===== config.mk =====
export PLATFORM = sky130hd
export DESIGN_NAME = hb_fault_tracker
export DESIGN_NICKNAME = d
export VERILOG_FILES = /design/src/rtl/hbft_pkg.sv /design/src/rtl/hbft_oc_qual.sv /design/src/rtl/hbft_ul_timer.sv /design/src/rtl/hbft_bridge.sv /design/src/rtl/hb_fault_tracker.sv
export SDC_FILE = /design/constraint.sdc
export NUM_CORES = 1
export LEC_CHECK = 0
export ABC_AREA = 1
export ABC_CLOCK_PERIOD_IN_PS = 1400
export BUFFER_PORTS_ARGS = -buffer_cell sky130_fd_sc_hd__clkbuf_2
export CAP_MARGIN = 20
export CORE_ASPECT_RATIO = 0.5
export CORE_MARGIN = 2
export CORE_UTILIZATION = 50
export CTS_CLUSTER_SIZE = 14
export DETAILED_ROUTE_END_ITERATION = 8
export PLACE_DENSITY = 0.7
export SLEW_MARGIN = 20
export SYNTH_ARGS = -nofsm -noshare
export SYNTH_HDL_FRONTEND = slang
export SYNTH_SLANG_ARGS = --single-unit

===== constraint.sdc =====
create_clock -name clk -period 1.4 [get_ports clk]
set_input_delay 0.35 -clock clk [delete_from_list [all_inputs] [get_ports clk]]
set_output_delay 0.35 -clock clk [all_outputs]
set_load 0.01 [all_outputs]

===== src/rtl/hbft_pkg.sv =====
package hbft_pkg;
  typedef enum logic [1:0] {
    HB_OFF = 2'b00,
    HB_OCS = 2'b01,
    HB_ULD = 2'b10,
    HB_ON  = 2'b11
  } hb_state_t;
endpackage


===== src/rtl/hbft_oc_qual.sv =====
module hbft_oc_qual #(
  parameter int DLY = 250
) (
  input  logic clk,
  input  logic rst_n,
  input  logic armed,
  input  logic oc_cmp,
  output logic hit
);
  localparam int CW = (DLY > 1) ? $clog2(DLY) : 1;
  localparam logic [CW-1:0] LAST = CW'(DLY - 1);

  logic [CW-1:0] cnt;

  assign hit = armed && oc_cmp && (cnt == LAST);

  always_ff @(posedge clk or negedge rst_n) begin
    if (!rst_n)                 cnt <= '0;
    else if (!armed || !oc_cmp) cnt <= '0;
    else if (hit)               cnt <= '0;
    else                        cnt <= cnt + 1'b1;
  end

  AST_OC_PERSIST: assert property (@(posedge clk) disable iff (!rst_n)
    hit |-> ($past(oc_cmp) && $past(armed)));
endmodule


===== src/rtl/hbft_ul_timer.sv =====
module hbft_ul_timer #(
  parameter int N   = 6,
  parameter int DLY = 3500
) (
  input  logic         clk,
  input  logic         rst_n,
  input  logic [N-1:0] elig,
  output logic         fire
);
  localparam int CW = (DLY > 1) ? $clog2(DLY) : 1;
  localparam logic [CW-1:0] LAST = CW'(DLY - 1);

  logic [CW-1:0] cnt;
  logic          any_elig;

  assign any_elig = |elig;
  assign fire     = any_elig && (cnt == LAST);

  always_ff @(posedge clk or negedge rst_n) begin
    if (!rst_n)         cnt <= '0;
    else if (!any_elig) cnt <= '0;
    else if (fire)      cnt <= '0;
    else                cnt <= cnt + 1'b1;
  end

  AST_UL_IDLE_ZERO: assert property (@(posedge clk) disable iff (!rst_n)
    !any_elig |=> (cnt == '0));
endmodule


===== src/rtl/hbft_bridge.sv =====
module hbft_bridge
  import hbft_pkg::*;
#(
  parameter int OC_DLY = 250
) (
  input  logic      clk,
  input  logic      rst_n,
  input  logic      en,
  input  logic      oc_cmp,
  input  logic      ul_cmp,
  input  logic      tsd_cmp,
  input  logic      ul_fire,
  input  logic      shut_en,
  input  logic      clr,
  output hb_state_t state,
  output logic      ul_elig,
  output logic      oc_enter,
  output logic      ul_enter,
  output logic      tsd_lat,
  output logic      latch_off
);
  hb_state_t nxt;
  logic      ul_off;
  logic      drive;
  logic      oc_hit;
  logic      ul_hit;

  assign latch_off = (state == HB_OCS) || ul_off || tsd_lat;
  assign drive     = ((state == HB_ON) || (state == HB_ULD)) && !latch_off;
  assign ul_elig   = (state == HB_ON) && ul_cmp && !tsd_lat;
  assign ul_hit    = ul_elig && ul_fire;
  assign oc_enter  = en && oc_hit;
  assign ul_enter  = en && ul_hit && !oc_hit;

  hbft_oc_qual #(.DLY(OC_DLY)) u_oc (
    .clk    (clk),
    .rst_n  (rst_n),
    .armed  (drive),
    .oc_cmp (oc_cmp),
    .hit    (oc_hit)
  );

  always_comb begin
    nxt = state;
    if (!en) begin
      nxt = HB_OFF;
    end else begin
      case (state)
        HB_OFF: nxt = HB_ON;
        HB_ON: begin
          if (oc_hit)      nxt = HB_OCS;
          else if (ul_hit) nxt = HB_ULD;
        end
        HB_ULD: begin
          if (oc_hit)   nxt = HB_OCS;
          else if (clr) nxt = HB_ON;
        end
        HB_OCS: begin
          if (clr) nxt = HB_ON;
        end
        default: nxt = HB_OFF;
      endcase
    end
  end

  always_ff @(posedge clk or negedge rst_n) begin
    if (!rst_n) begin
      state  <= HB_OFF;
      ul_off <= 1'b0;
    end else begin
      state  <= nxt;
      ul_off <= (nxt == HB_ULD) && (ul_off || (ul_hit && shut_en));
    end
  end

  always_ff @(posedge clk or negedge rst_n) begin
    if (!rst_n)       tsd_lat <= 1'b0;
    else if (tsd_cmp) tsd_lat <= 1'b1;
    else if (clr)     tsd_lat <= 1'b0;
  end

  AST_EN_LOW_DISABLES: assert property (@(posedge clk) disable iff (!rst_n)
    !en |=> (state == HB_OFF));
  AST_NO_OC_TO_UL: assert property (@(posedge clk) disable iff (!rst_n)
    (state == HB_OCS) |=> (state != HB_ULD));
  AST_TSD_HOLDS: assert property (@(posedge clk) disable iff (!rst_n)
    (tsd_lat && tsd_cmp) |=> tsd_lat);
  AST_ULD_NEEDS_CLR: assert property (@(posedge clk) disable iff (!rst_n)
    ((state == HB_ULD) && en && !clr && !oc_hit) |=> (state == HB_ULD));
endmodule


===== src/rtl/hb_fault_tracker.sv =====
module hb_fault_tracker
  import hbft_pkg::*;
#(
  parameter int NUM_BR = 6,
  parameter int OC_DLY = 250,
  parameter int UL_DLY = 3500
) (
  input  logic                clk,
  input  logic                rst_n,
  input  logic [NUM_BR-1:0]   br_en,
  input  logic [NUM_BR-1:0]   oc_cmp,
  input  logic [NUM_BR-1:0]   ul_cmp,
  input  logic [NUM_BR-1:0]   tw_cmp,
  input  logic [NUM_BR-1:0]   tsd_cmp,
  input  logic                ul_shut_en,
  input  logic                stat_clr,
  output logic [2*NUM_BR-1:0] br_status,
  output logic                oc_flag,
  output logic                ul_flag,
  output logic                tsd_flag,
  output logic                tw_flag,
  output logic [NUM_BR-1:0]   latch_off
);
  logic [NUM_BR-1:0] ul_elig;
  logic [NUM_BR-1:0] oc_enter;
  logic [NUM_BR-1:0] ul_enter;
  logic [NUM_BR-1:0] tsd_lat;
  logic              ul_fire;

  hbft_ul_timer #(.N(NUM_BR), .DLY(UL_DLY)) u_ult (
    .clk   (clk),
    .rst_n (rst_n),
    .elig  (ul_elig),
    .fire  (ul_fire)
  );

  for (genvar i = 0; i < NUM_BR; i++) begin : g_br
    hb_state_t st;
    hbft_bridge #(.OC_DLY(OC_DLY)) u_br (
      .clk       (clk),
      .rst_n     (rst_n),
      .en        (br_en[i]),
      .oc_cmp    (oc_cmp[i]),
      .ul_cmp    (ul_cmp[i]),
      .tsd_cmp   (tsd_cmp[i]),
      .ul_fire   (ul_fire),
      .shut_en   (ul_shut_en),
      .clr       (stat_clr),
      .state     (st),
      .ul_elig   (ul_elig[i]),
      .oc_enter  (oc_enter[i]),
      .ul_enter  (ul_enter[i]),
      .tsd_lat   (tsd_lat[i]),
      .latch_off (latch_off[i])
    );
    assign br_status[2*i +: 2] = st;
  end

  assign tsd_flag = |tsd_lat;

  always_ff @(posedge clk or negedge rst_n) begin
    if (!rst_n) begin
      oc_flag <= 1'b0;
      ul_flag <= 1'b0;
      tw_flag <= 1'b0;
    end else begin
      oc_flag <= (oc_flag && !stat_clr) || (|oc_enter);
      ul_flag <= (ul_flag && !stat_clr) || (|ul_enter);
      tw_flag <= |tw_cmp;
    end
  end

  AST_OC_FLAG_STICKY: assert property (@(posedge clk) disable iff (!rst_n)
    (oc_flag && !stat_clr) |=> oc_flag);
  AST_UL_FLAG_STICKY: assert property (@(posedge clk) disable iff (!rst_n)
    (ul_flag && !stat_clr) |=> ul_flag);
  AST_TW_FOLLOWS: assert property (@(posedge clk) disable iff (!rst_n)
    (|tw_cmp) |=> tw_flag);
  AST_TW_DROPS: assert property (@(posedge clk) disable iff (!rst_n)
    !(|tw_cmp) |=> !tw_flag);
endmodule


# Word level (Yosys, flattened, before mapping)

Index checks and enable logic that the tools add are counted.

Input bits: 34
Output and inout port bits: 22
Bits in registers: 87
Word-level logic and storage cells: 272

Add/subtract/negate cells: 7
Reduce and logical (&&, ||, !) cells: 149
Eq/ne operators: 31
Multiplexer cells: 57

Operators by type and width:

| kind                                          | number |
|---|---|
| two-way mux 8 bit                             | 12 |
| logical AND 1 bit                             | 69 |
| two-way mux 2 bit                             | 30 |
| adder 8 x 1 -> 8 bit, second input constant   | 6 |
| == test 8 bit, second input constant          | 6 |
| one-hot mux 2 bit (4 select lines)            | 6 |
| == test 2 bit, second input constant          | 18 |
| logical OR 1 bit                              | 32 |
| logical NOT 1 bit                             | 31 |
| OR reduction 6 bit                            | 5 |
| two-way mux 12 bit                            | 2 |
| adder 12 x 1 -> 12 bit, second input constant | 1 |
| == test 12 bit, second input constant         | 1 |
| == test 2 x 1 -> 1 bit, second input constant | 6 |
| logical NOT 2 bit                             | 6 |
| nonzero test 2 bit                            | 6 |
| two-way mux 1 bit                             | 7 |

# Depth between registers and ports, before layout

Gate-level depths: netlist (run 1).

Word-level depth: 12
Gate-level depth with buffers: 11
Depth with buffers taken out: 11

# Modules after synthesis

Synthesis (run 1) repeated with hierarchy kept, for this count alone.

Cells, all modules: 611
Area, all modules: 4864.7 sq um

Modules (own cells, without submodules):

| module           | cells an instance | seq. area each (sq um) | instances | area an instance (sq um) |
|---|---|---|---|---|
| hbft_oc_qual     | 48                | 200.2                  | 6         | 424.2 |
| hbft_bridge      | 32                | 100.1                  | 6         | 235.2 |
| hbft_ul_timer    | 92                | 300.3                  | 1         | 695.7 |
| hb_fault_tracker | 39                | 75.1                   | 1         | 212.7 |

# Worst setup path before layout (run 1)

Ideal clock, no wire load.

Path type: reg2reg
Start point: register g_br[5].u_br.state[1]
End point: register ul_flag
Data required time: 1.281 ns
Period minus slack after synthesis: 1.397 ns
Setup time: 0.119 ns
Path slack: 0.003 ns
Path buffers: 1
Cell stages (with the launch flop): 10
Arrival: 1.279 ns
Cell sequence: dfrtp_1 nand2_1 nor2_4 nor2_2 nand3_4 buf_6 nand4_1 nand2_1 nor2_1 nand2_1

Cells in the longest elaborated chain, start to end: 11
Elaborated cells on any way between the ends: 35
Classes of those cells: eq/ne: 3; reduce/logical: 32

RTL lines:

| element                                                                    | line                   | RTL |
|---|---|---|
| start, declared                                                            | hbft_bridge.sv:15      | `output hb_state_t state,` |
| start signal, assigned                                                     | hbft_bridge.sv:71      | `state <= nxt;` |
| parallel branches: the longest is 9 deep, another holds OR reduction 6 bit | -                      |  |
| OR reduction 6 bit *                                                       | hb_fault_tracker.sv:68 | `ul_flag <= (ul_flag && !stat_clr) \|\| (\|ul_enter);` |
| logical OR 1 bit *                                                         | hb_fault_tracker.sv:68 |  |
| end signal, assigned                                                       | hb_fault_tracker.sv:68 |  |
| end, declared                                                              | hb_fault_tracker.sv:19 | `output logic ul_flag,` |

Every way passes the cells marked *.
A chain may end at the register's enable or synchronous reset.

# Worst setup path after layout (run 1)

Start point: register g_br[1].u_br.tsd_lat
End point: register ul_flag

Cells in the longest elaborated chain, start to end: 9
Elaborated cells on any way between the ends: 30
Classes of those cells: reduce/logical: 30

RTL lines:

| element                                                 | line                                    | RTL |
|---|---|---|
| start, declared                                         | hbft_bridge.sv:19                       | `output logic tsd_lat,` |
| start signal, assigned                                  | hbft_bridge.sv:77                       | `if (!rst_n) tsd_lat <= 1'b0;` |
| start signal, assigned                                  | hbft_bridge.sv:78                       | `else if (tsd_cmp) tsd_lat <= 1'b1;` |
| start signal, assigned                                  | hbft_bridge.sv:79                       | `else if (clr) tsd_lat <= 1'b0;` |
| logical NOT 1 bit or logical OR 1 bit (tied branches)   | hbft_bridge.sv:30, hbft_bridge.sv:28    |  |
| logical AND 1 bit or logical NOT 1 bit (tied branches)  | hbft_bridge.sv:30, hbft_bridge.sv:29    |  |
| OR reduction 6 bit or logical AND 1 bit (tied branches) | hbft_ul_timer.sv:16, hbft_bridge.sv:29  |  |
| logical AND 1 bit (on tied branches)                    | hbft_ul_timer.sv:17, hbft_oc_qual.sv:15 |  |
| logical AND 1 bit (on tied branches)                    | hbft_bridge.sv:31, hbft_oc_qual.sv:15   |  |
| logical AND 1 bit or logical NOT 1 bit (tied branches)  | hbft_bridge.sv:33                       | `assign ul_enter = en && ul_hit && !oc_hit;` |
| logical AND 1 bit                                       | hbft_bridge.sv:33                       |  |
| OR reduction 6 bit *                                    | hb_fault_tracker.sv:68                  |  |
| logical OR 1 bit *                                      | hb_fault_tracker.sv:68                  |  |

Mark *: on every way between the ends. The rest lies on a longest branch, timed or not.

==> results by group, run 1 <==
Worst setup path
  – Setup Crit Path Kind: flip-flop to flip-flop
  – Arr. time, crit path: 2.05 ns
  – Worst Setup SP: g_br[1].u_br.tsd_lat
  – Crit path capture: ul_flag
  – R2R Path End: ul_flag
  – Worst R2R Setup Slack: -0.42 ns
  – Crit path launch type: flip-flop
  – Critical Path End Type: flip-flop
  – Reg-to-reg critical path startpoint: g_br[1].u_br.tsd_lat
  – Worst EP required: 1.63 ns
  – R2R cell count: 13
  – Worst-path fanout max: 3

STA
  – Period utilisation layout: 130%
  – Min Tclk post-route: 1.82 ns
  – Slew Limit Fails: 0
  – Slew at the pin with the worst max-slew slack: 0.517 ns
  – Hold Violations, Final: 0
  – Worst Clk Skew: 0.00664 ns
  – Final worst setup slack: -0.422 ns
  – Setup Viol. Count Final: 43
  – RSZ-0062 raised after global routing: true
  – Max Freq: 549 MHz
  – Relative slew slack: 65.5%

Route
  – Top sig layer: met4
  – M1 WL: 5.10 mm
  – Initial detailed-routing violation count: 290
  – Detail Route Antenna Nets: 0
  – DRC: 0
  – Met2 wire length: 6.32 mm
  – Post-Route WL: 12.7 mm
  – Vias/cell: 5.33
  – Wire length per cell: 16.0 µm
  – DR vias: 4246
  – First-pass iteration count of the detailed router: 5
  – Met3 Wirelength: 749 µm

Synth
  – Post-Synth XOR/XNOR Area: 5.93%
  – Number of synthesized flops with an enable pin: 0
  – Synth Net Count: 567
  – Largest family of logic cells by synthesized area: simple AND/OR/NAND/NOR gates
  – Post-synth cell types: 34
  – Synthesized flop and latch total: 87
  – Count leader, synth: nor2_1
  – Commonest cells in the synthesized netlist: nor2_1, dfrtp_1, nand2_1
  – Sequential area share after synthesis: 49.2%
  – Synth Area in Simple Gates: 29.8%
  – Share of the synthesized area in the top cell type: 49.2%
  – Synth Flop Type: dfrtp_1
  – Mapped Area: 4430 µm²
  – Synth warn: 0
  – Yosys top cell by area: dfrtp_1
  – Adder-Cell Fraction of Synth Area: 3.67%
  – Post-synthesis mux area share: 0%
  – Synthesized area per cell: 8.52 µm²
  – Gate Count Post-Synth: 520
  – Synth Area in Compound Gates: 4.83%
  – Top cells by area, synth: dfrtp_1, nor2_1, nand2_1
  – Synth async-reset ratio: 100%

Global routing
  – First-pass GRT wire length: 17.8 mm
  – Vias in the first global route: 3945
  – Antenna violations before repair: 0
  – All-Layer GR Usage: 23.8%
  – Grt ovf: 0
  – Largest net degree at the start of global routing: 33

Layout
  – Share of cells above drive strength 1: 40.9%
  – Ant diodes: 0
  – # nets final: 722
  – Final Instance Area: 6480 µm²
  – Fillers: 558
  – Synth-to-Final Area Change: 46.3%

Run status
  – Failing checks: negative setup slack
  – Status: complete, but fails checks

Floorplan
  – Starting density of the core: 51.2%
  – Die height: 70.5 µm
  – Chip width: 137 µm
  – Die area: 9670 µm²
  – Io pins: 56
  – CORE AREA: 8650 µm²
  – Rows: 24

Hold path
  – Hold Path Stages: 3
  – Hold/Removal Path Class: primary input to flip-flop

Run
  – Max-cap viol count: 0

Placement
  – GP Congestion: 0.806
  – Pre-CTS WS: -0.188 ns
  – DP Wirelength: 7.34 mm
  – I/O Buffers: 55
  – DP Area: 5300 µm²

Clocking
  – CTS Buffer Depth: 2
  – Num CTS Buffers: 9
  – Worst-path clk slew: 0.06 ns
  – TritonCTS clock tree: built
  – H-tree depth: 3
  – CTS root buf: clkbuf_16
  – Number of clock sinks: 87
  – Worst-Skew Late Latency: 0.35 ns

Pwr
  – Total power divided by cell area: 869 nW/µm²
  – Maximum vdd drop: 594 µV
  – P_leak: 2.99 nW
  – Pwr Total: 5.63 mW
[area by class of cell]
cell class	instances	area, µm²	share of cell area [%]
clock inverter	2	15.0	0.232
inverter	58	235	3.63
timing repair buffer	151	1180	18.2
sequential	87	2180	33.6
clock buffer	14	264	4.07
tap	117	146	2.26
multi-input combinational	368	2460	38.0
[registers in the layout, summed over array words and instances, names as in the netlist]
| signal | count |
|---|---|
| oc_flag | 1 |
| u_ult.cnt | 12 |
| g_br.u_br.ul_off | 6 |
| ul_flag | 1 |
| g_br.u_br.u_oc.cnt | 48 |
| g_br.u_br.tsd_lat | 6 |
| tw_flag | 1 |
| g_br.u_br.state | 12 |
[worst max-delay path, stage by stage, from the launching register on]
cell	delay, ns
dfrtp_1	0.41
buf_4	0.15
buf_6	0.11
inv_4	0.05
nand2_4	0.05
buf_6	0.12
nor2_4	0.17
nand3_2	0.10
nand2_2	0.10
inv_2	0.03
nand4_1	0.11
nand2_1	0.11
nor2_1	0.13
nand2_1	0.07
[worst min path at each step]
stage	startpoint	to	slack (ns)
floorplan	rst_n	g_br[0].u_br.state[0]	0.05
global placement	rst_n	g_br[1].u_br.u_oc.cnt[1]	0.24
detailed placement	rst_n	g_br[1].u_br.u_oc.cnt[1]	0.24
CTS	tw_cmp[4]	tw_flag	0.18
global route	tsd_cmp[0]	g_br[0].u_br.tsd_lat	0.20
finish	tw_cmp[4]	tw_flag	0.18
[placed cells by master, fill, tap and decap left out, types with 3 or more instances in the layout]
cell type  count
dfrtp_1       87
nor2_1        74
nand2_1       68
buf_4         67
inv_1         44
clkbuf_2      44
buf_6         30
nand3_1       25
nor2_4        23
xor2_1        21
nand4_1       18
nor2_2        16
a21oi_1       15
nand2_2       12
ha_1          11
nand3_4       10
nand3_2       10
nor3_1         9
nor3_2         9
clkbuf_16      9
xnor2_1        8
inv_4          7
inv_2          7
and3_1         6
o21bai_1       6
o21ai_2        5
buf_2          5
nand2_4        4
buf_12         4
clkbuf_1       3
[timing repair]
action                                 CTS  global route
hold buffers                             1             0
endpoints found under the hold margin   14             0
gates cloned                             1             2
buffers inserted                        18            11
setup endpoints to repair               34            80
resized for setup                       96            76
pin swaps                               22            35
[layer usage]
| metal | track usage, % | vias up |
|---|---|---|
| met5 | 0 | - |
| li1 | - | 1989 |
| met2 | 40.5 | 154 |
| met4 | 9.16 | 0 |
| met3 | 5.73 | 56 |
| met1 | 29.8 | 2047 |
[cells by family after synthesis]
group           Yosys count
compound gates           35
xor+xnor                 30
fa+ha+maj                13
buf+inv                  68
flops                    87
simple gates            287
[power breakdown]
part | total, mW | internal [mW] | switching, mW
registers | 2.60 | 2.56 | 0.0430
logic | 0.747 | 0.332 | 0.415
clock network | 2.28 | 1.30 | 0.977
[per-stage QoR]
stage                     utilization [%]  std cells  hold WS, ns  TNS [ns]
after global placement               61.3        749        0.237    -0.554
after CTS                            70.1        784        0.184     -1.74
final                                74.9        797        0.184     -6.55
after global routing                 74.9        797        0.202     -9.06
after detailed placement             61.3        749        0.242     -1.42
after floorplan                         -        520       0.0544         0
(Power assumes the default switching activity.)
==> inputs of run 2 (changes only) <==
- CELL_PAD_IN_SITES_DETAIL_PLACEMENT: default -> 1
- CELL_PAD_IN_SITES_GLOBAL_PLACEMENT: default -> 2
- CORE_MARGIN: 2 -> 5
- CORE_UTILIZATION: 50 -> 32
- PLACE_DENSITY: 0.7 -> default
- PLACE_DENSITY_LB_ADDON: default -> 0.15
==> run 2 against run 1 <==
Compared with the run above:
- the flow still finishes with violations (negative setup slack)
- sequential cell count did not move
- clock-buffer cell count down 2
- via count is 4.6% lower
- maximum frequency increased by 0.11%
- clock skew grew 0.0025 ns
==> results by group, run 2 (synthesis results as in run 1) <==
Placement
  – DP Area: 5550 µm² (was 5300 µm²)
  – GP Congestion: 0.776 (was 0.806)
  – Cells after DPL: 842 (was 749)
  – DP Wirelength: 9.33 mm (was 7.34 mm)
  – I/O Buffers: 55 (unchanged)

Route
  – Post-Route WL: 12.9 mm (was 12.7 mm)
  – Initial detailed-routing violation count: 188 (was 290)
  – Vias/cell: 4.56 (was 5.33)
  – DR vias: 4051 (was 4246)
  – Detail Route Antenna Nets: 0 (unchanged)
  – DRC: 0 (unchanged)
  – First-pass iteration count of the detailed router: 4 (was 5)
  – Wire length per cell: 14.5 µm (was 16.0 µm)

Global routing
  – First-pass GRT wire length: 21.2 mm (was 17.8 mm)
  – Largest net degree at the start of global routing: 26 (was 33)
  – All-Layer GR Usage: 16.2% (was 23.8%)
  – Antenna violations before repair: 0 (unchanged)
  – Grt ovf: 0 (unchanged)
  – Vias in the first global route: 4310 (was 3945)

Worst setup path
  – Setup Crit Path Kind: flip-flop to output pin (was flip-flop to flip-flop)
  – Worst path max stage delay: 0.43 ns (was 0.41 ns)
  – Arr. time, crit path: 1.47 ns (was 2.05 ns)
  – Critical Path End Type: output pin (was flip-flop)
  – Slowest-stage cell, CP: dfrtp_2 (was dfrtp_1)
  – Worst EP required: 1.05 ns (was 1.63 ns)
  – Worst path cell trace: nor4_4, buf_4, nand3_2, clkbuf_2 (was buf_4, buf_6, inv_4, nand2_4, buf_6, nor2_4, nand3_2, nand2_2, inv_2, nand4_1, nand2_1, nor2_1, nand2_1)
  – Crit path launch type: flip-flop (unchanged)
  – Bufs and invs on worst path: 2 (was 5)
  – Worst-path fanout max: 2 (was 3)
  – Cell family with most CP delay: flip-flops (was simple AND/OR/NAND/NOR gates)

STA
  – Min Tclk post-route: 1.82 ns (about the same)
  – Hold Violations, Final: 0 (unchanged)
  – Period utilisation layout: 130% (about the same)
  – Setup Viol. Count Final: 36 (was 43)
  – Slew Limit Fails: 0 (unchanged)
  – RSZ-0062 raised after global routing: true (unchanged)
  – Setup TNS: -3.03 ns (was -6.55 ns)
  – Final worst setup slack: -0.420 ns (was -0.422 ns)
  – Max Freq: 549 MHz (about the same)
  – Relative slew slack: 76.9% (was 65.5%)
  – Slew at the pin with the worst max-slew slack: 0.346 ns (was 0.517 ns)
  – Hold Slack: 0.194 ns (was 0.184 ns)
  – Worst Clk Skew: 0.00910 ns (was 0.00664 ns)

Layout
  – # nets final: 738 (was 722)
  – Finished Layout Cells: 888 (was 797)
  – Commonest non-fill, non-tap cell in the layout: dfrtp_1 (unchanged)
  – Most flop-heavy register: g_br.u_br.u_oc.cnt (unchanged)
  – Commonest non-fill, non-tap cells in the layout: dfrtp_1, buf_4, nor2_1, nand2_1, clkbuf_2 (was dfrtp_1, nor2_1, nand2_1, buf_4)
  – Final Instance Area: 6720 µm² (was 6480 µm²)
  – Ant diodes: 0 (unchanged)
  – Share of cells above drive strength 1: 42.1% (was 40.9%)
  – Synth-to-Final Area Change: 51.8% (was 46.3%)
  – Biggest regs: g_br.u_br.u_oc.cnt x48, g_br.u_br.state x12, u_ult.cnt x12 (unchanged)
  – Largest register FFs: 48 (unchanged)

Clocking
  – Number of clock sinks: 87 (unchanged)
  – CTS root buf: clkbuf_16 (unchanged)
  – CTS Buffer Depth: 2 (unchanged)
  – Worst-path clk slew: 0.07 ns (was 0.06 ns)
  – H-tree depth: 3 (unchanged)
  – TritonCTS clock tree: built (unchanged)
  – Worst-Skew Late Latency: 0.34 ns (was 0.35 ns)
  – Num CTS Buffers: 9 (unchanged)

Floorplan
  – Chip width: 176 µm (was 137 µm)
  – Die area: 16400 µm² (was 9670 µm²)
  – Io pins: 56 (unchanged)
  – CORE AREA: 13600 µm² (was 8650 µm²)
  – Starting density of the core: 32.7% (was 51.2%)
  – Rows: 30 (was 24)
  – Die height: 93.2 µm (was 70.5 µm)

Pwr
  – Pwr Total: 6.05 mW (was 5.63 mW)
  – Total power divided by cell area: 901 nW/µm² (was 869 nW/µm²)
  – Maximum vdd drop: 513 µV (was 594 µV)
  – P_leak: 3.10 nW (was 2.99 nW)

Run status
  – Failing checks: negative setup slack (unchanged)
  – Status: complete, but fails checks (unchanged)

Hold path
  – Hold/Removal Path Class: primary input to flip-flop (unchanged)

Run
  – Max-cap viol count: 0 (unchanged)
run 2: cell types whose count changed in the layout (fill, tap and decap cells not counted), moves of 4 or more:
cell | before | now
buf_4 | 67 | 85
nor2_1 | 74 | 83
nand2_2 | 12 | 16
nand2_1 | 68 | 63
nor3_2 | 9 | 4
nor2_2 | 16 | 10
ha_1 | 11 | 7
buf_2 | 5 | 1
nor3_1 | 9 | 14
run 2: per-stage QoR:
step | utilization, % | setup slack, ns
6_report | 49.6 | -0.420
5_1_grt | 49.6 | -0.486
4_1_cts | 47.8 | -0.420
3_5_place_dp | 40.9 | -0.282
3_3_place_gp | 40.9 | -0.279
2_1_floorplan | - | 0.00260
run 2: where the power goes:
part | switching [mW] | total (mW) | internal [mW]
Clock | 1.03 | 2.70 | 1.67
Combinational | 0.408 | 0.756 | 0.348
Sequential | 0.0390 | 2.60 | 2.56
Total | 1.47 | 6.05 | 4.58
run 2: final cells by class:
class | instances | area, µm²
Clock inverter | 4 | 76.3
Tap cell | 192 | 240
Timing Repair Buffer | 167 | 1300
Clock buffer | 12 | 256
Fill cell | 1597 | 6830
Multi-Input combinational cell | 368 | 2420
Sequential cell | 87 | 2180
Inverter | 58 | 243
run 2: layer usage:
metal  vias up  track usage (%)  routed length, µm
met4         0             3.35                119
met5         -                0                  0
met2        51             27.9               6180
met3        11             3.72                404
met1      1967             21.2               6150
li1       2022                -                  -
run 2: path summary, 6_finish.rpt:
kind,slack (ns),end,startpoint,depth (start not counted)
min in group asynchronous,0.46,g_br[1].u_br.u_oc.cnt[7],rst_n,2
worst min-delay path,0.19,tw_flag,tw_cmp[4],3
max in group asynchronous,0.48,g_br[0].u_br.ul_off,rst_n,3
worst max-delay path,-0.42,tsd_flag,g_br[1].u_br.tsd_lat,4
worst min register to register,0.54,g_br[2].u_br.u_oc.cnt[0],g_br[2].u_br.u_oc.cnt[0],2
worst max register to register,-0.14,ul_flag,g_br[1].u_br.tsd_lat,10
run 2: worst min-delay path: stages:
cell and delay [ns]:
clkbuf_2 0.08, nor4_1 0.03, nand2_1 0.04
run 2: repair_timing:
item	in CTS	in global routing
setup buffers	21	9
hold buffers	1	0
endpoints found under the setup margin	48	68
pin swaps	22	24
hold endpoints to repair	17	0
cloned	3	0
gates resized for setup	114	56
==> inputs of run 3 (changes only) <==
- RECOVER_POWER: default -> 50
==> run 3 against run 2 <==
Compared with the run above:
- the run still ends with negative setup slack left
- final cell count stayed put
- first-iteration DRC count is 2.1% lower
- non-clock buffer count stayed put
- critical path type unchanged
- critical endpoint unchanged
==> results by group, run 3 (synthesis results as in run 1) <==
Pwr
  – Sw power: 1.47 mW (about the same)
  – Maximum vdd drop: 513 µV (about the same)
  – Sw Share: 24.4% (about the same)
  – Pwr Total: 6.03 mW (was 6.05 mW)
  – P_leak: 3.09 nW (was 3.10 nW)
  – Combinational power share: 12.2% (was 12.5%)
  – Internal power: 4.56 mW (was 4.58 mW)
  – Share of power burned in registers: 43.1% (was 42.9%)
  – Total power divided by cell area: 904 nW/µm² (was 901 nW/µm²)
  – Clock Power Share: 44.7% (was 44.6%)

Global routing
  – Antenna violations before repair: 0 (unchanged)
  – All-Layer GR Usage: 16.2% (unchanged)
  – Largest net degree at the start of global routing: 26 (unchanged)
  – Grt ovf: 0 (unchanged)
  – Vias in the first global route: 4310 (unchanged)
  – First-pass GRT wire length: 21.2 mm (unchanged)

Layout
  – Synth-to-Final Area Change: 50.8% (was 51.8%)
  – Share of cells above drive strength 1: 41.5% (was 42.1%)
  – Commonest non-fill, non-tap cells in the layout: dfrtp_1, buf_4, nor2_1, nand2_1, clkbuf_2 (unchanged)
  – Final Instance Area: 6680 µm² (was 6720 µm²)
  – Most flop-heavy register: g_br.u_br.u_oc.cnt (unchanged)
  – Biggest regs: g_br.u_br.u_oc.cnt x48, g_br.u_br.state x12, u_ult.cnt x12 (unchanged)
  – Ant diodes: 0 (unchanged)
  – Finished Layout Cells: 888 (unchanged)
  – Largest register FFs: 48 (unchanged)
  – # nets final: 738 (unchanged)
  – Commonest non-fill, non-tap cell in the layout: dfrtp_1 (unchanged)

Run status
  – Status: complete, but fails checks (unchanged)
  – Failing checks: negative setup slack (unchanged)

Hold path
  – Min-delay src: tw_cmp[4] (unchanged)
  – Hold Path Stages: 3 (unchanged)
  – Hold/Removal Path Class: primary input to flip-flop (unchanged)
  – Worst hold path endpoint: tw_flag (unchanged)

Floorplan
  – Die height: 93.2 µm (unchanged)
  – Starting density of the core: 32.7% (unchanged)
  – Rows: 30 (unchanged)
  – Io pins: 56 (unchanged)
  – CORE AREA: 13600 µm² (unchanged)
  – Die area: 16400 µm² (unchanged)
  – Chip width: 176 µm (unchanged)

Clocking
  – H-tree depth: 3 (unchanged)
  – CTS root buf: clkbuf_16 (unchanged)
  – CTS Buffer Depth: 2 (unchanged)
  – Worst-path clk slew: 0.07 ns (about the same)
  – Number of clock sinks: 87 (unchanged)
  – Worst-Skew Late Latency: 0.34 ns (about the same)
  – TritonCTS clock tree: built (unchanged)
  – Num CTS Buffers: 9 (unchanged)

STA
  – Period utilisation layout: 131% (was 130%)
  – Slew Limit Fails: 0 (unchanged)
  – Hold Violations, Final: 0 (unchanged)
  – Slew at the pin with the worst max-slew slack: 0.593 ns (was 0.346 ns)
  – Max Freq: 547 MHz (was 549 MHz)
  – Worst Clk Skew: 0.00911 ns (was 0.00910 ns)
  – Relative slew slack: 60.5% (was 76.9%)
  – Setup TNS: -5.45 ns (was -3.03 ns)
  – Min Tclk post-route: 1.83 ns (was 1.82 ns)
  – RSZ-0062 raised after global routing: true (unchanged)
  – Setup Viol. Count Final: 38 (was 36)
  – Final worst setup slack: -0.427 ns (was -0.420 ns)

Placement
  – DP Wirelength: 9.33 mm (unchanged)
  – Pre-CTS WS: -0.282 ns (unchanged)
  – I/O Buffers: 55 (unchanged)
  – GP Congestion: 0.776 (unchanged)
  – DP Area: 5550 µm² (unchanged)
  – Cells after DPL: 842 (unchanged)

Route
  – Vias/cell: 4.55 (was 4.56)
  – First-pass iteration count of the detailed router: 4 (unchanged)
  – DR vias: 4039 (was 4051)
  – Wire length per cell: 14.5 µm (about the same)
  – Post-Route WL: 12.9 mm (about the same)
  – DRC: 0 (unchanged)
  – Detail Route Antenna Nets: 0 (unchanged)
  – Initial detailed-routing violation count: 184 (was 188)

Worst setup path
  – Worst-path fanout max: 2 (unchanged)
  – Arr. time, crit path: 1.48 ns (was 1.47 ns)
  – Critical Path End Type: output pin (unchanged)
  – Reg-to-reg critical path startpoint: g_br[2].u_br.tsd_lat (was g_br[1].u_br.tsd_lat)
  – R2R Path End: ul_flag (unchanged)
  – Worst R2R Setup Slack: -0.23 ns (was -0.14 ns)
  – Crit path launch type: flip-flop (unchanged)
  – Worst EP required: 1.05 ns (about the same)
  – R2R cell count: 10 (unchanged)
  – Setup Crit Path Kind: flip-flop to output pin (unchanged)

Run
  – Max-cap viol count: 0 (unchanged)
-- run 3: cell types whose count changed in the layout (fill, tap and decap cells not counted), moves of 2 or more --
| cell | previous run | this run |
|---|---|---|
| clkbuf_1 | 1 | 3 |
| inv_1 | 44 | 46 |
| buf_12 | 4 | 1 |
| inv_2 | 4 | 2 |
-- run 3: cell type report --
cell class	instances	area, µm²
fillers	1600	6870
multi-input cells	368	2420
flip-flops and latches	87	2180
repair buffers	167	1260
clock buffers	12	256
inverters	58	243
well taps	192	240
clock inverters	4	76.3
-- run 3: metal layers --
| layer | GRT usage (%) | part of all wire (%) | wire [µm] |
|---|---|---|---|
| met4 | 3.35 | 0.93 | 119 |
| met2 | 27.9 | 48 | 6170 |
| met3 | 3.72 | 3.0 | 391 |
| met1 | 21.2 | 48 | 6170 |
| met5 | 0 | 0 | 0 |
-- run 3: what timing repair did --
item | 4_1_cts | 5_1_grt
hold endpoints to repair | 17 | 0
gates cloned | 3 | 0
setup endpoints to repair | 48 | 68
pin swaps | 22 | 24
hold buffers | 1 | 0
gates resized for setup | 114 | 56
buffers inserted | 21 | 9
-- run 3: through the flow --
| step | hold slack, ns | util (%) |
|---|---|---|
| after detailed placement | 0.283 | 40.9 |
| final | 0.194 | 49.3 |
| after global routing | 0.188 | 49.3 |
| after global placement | 0.281 | 40.9 |
| after CTS | 0.186 | 47.8 |
| after floorplan | 0.0544 | - |
-- run 3: power by group through the flow --
stage	Clock, mW	Combinational, mW	Sequential (mW)
finish	2.70	0.738	2.60
global route	2.89	0.807	2.60
CTS	2.77	0.711	2.60
detailed placement	0	0.533	2.64
global placement	0	0.528	2.63
floorplan	0	0.198	2.66
-- run 3: worst max path at each step --
| stage | slack [ns] | start | end | cells past startpoint |
|---|---|---|---|---|
| after floorplan | 0.003 | g_br[5].u_br.state[1] | ul_flag | 9 |
| after global placement | -0.28 | g_br[1].u_br.tsd_lat | tsd_flag | 4 |
| after detailed placement | -0.28 | g_br[1].u_br.tsd_lat | tsd_flag | 4 |
| after CTS | -0.42 | g_br[1].u_br.tsd_lat | tsd_flag | 4 |
| after global routing | -0.49 | g_br[1].u_br.tsd_lat | tsd_flag | 4 |
| final | -0.43 | g_br[1].u_br.tsd_lat | tsd_flag | 4 |
-- run 3: critical path: stages, from the launching register on --
cell and delay (ns):
dfrtp_2 0.43, nor4_4 0.35, buf_4 0.17, nand3_2 0.07
clkbuf_2 0.13
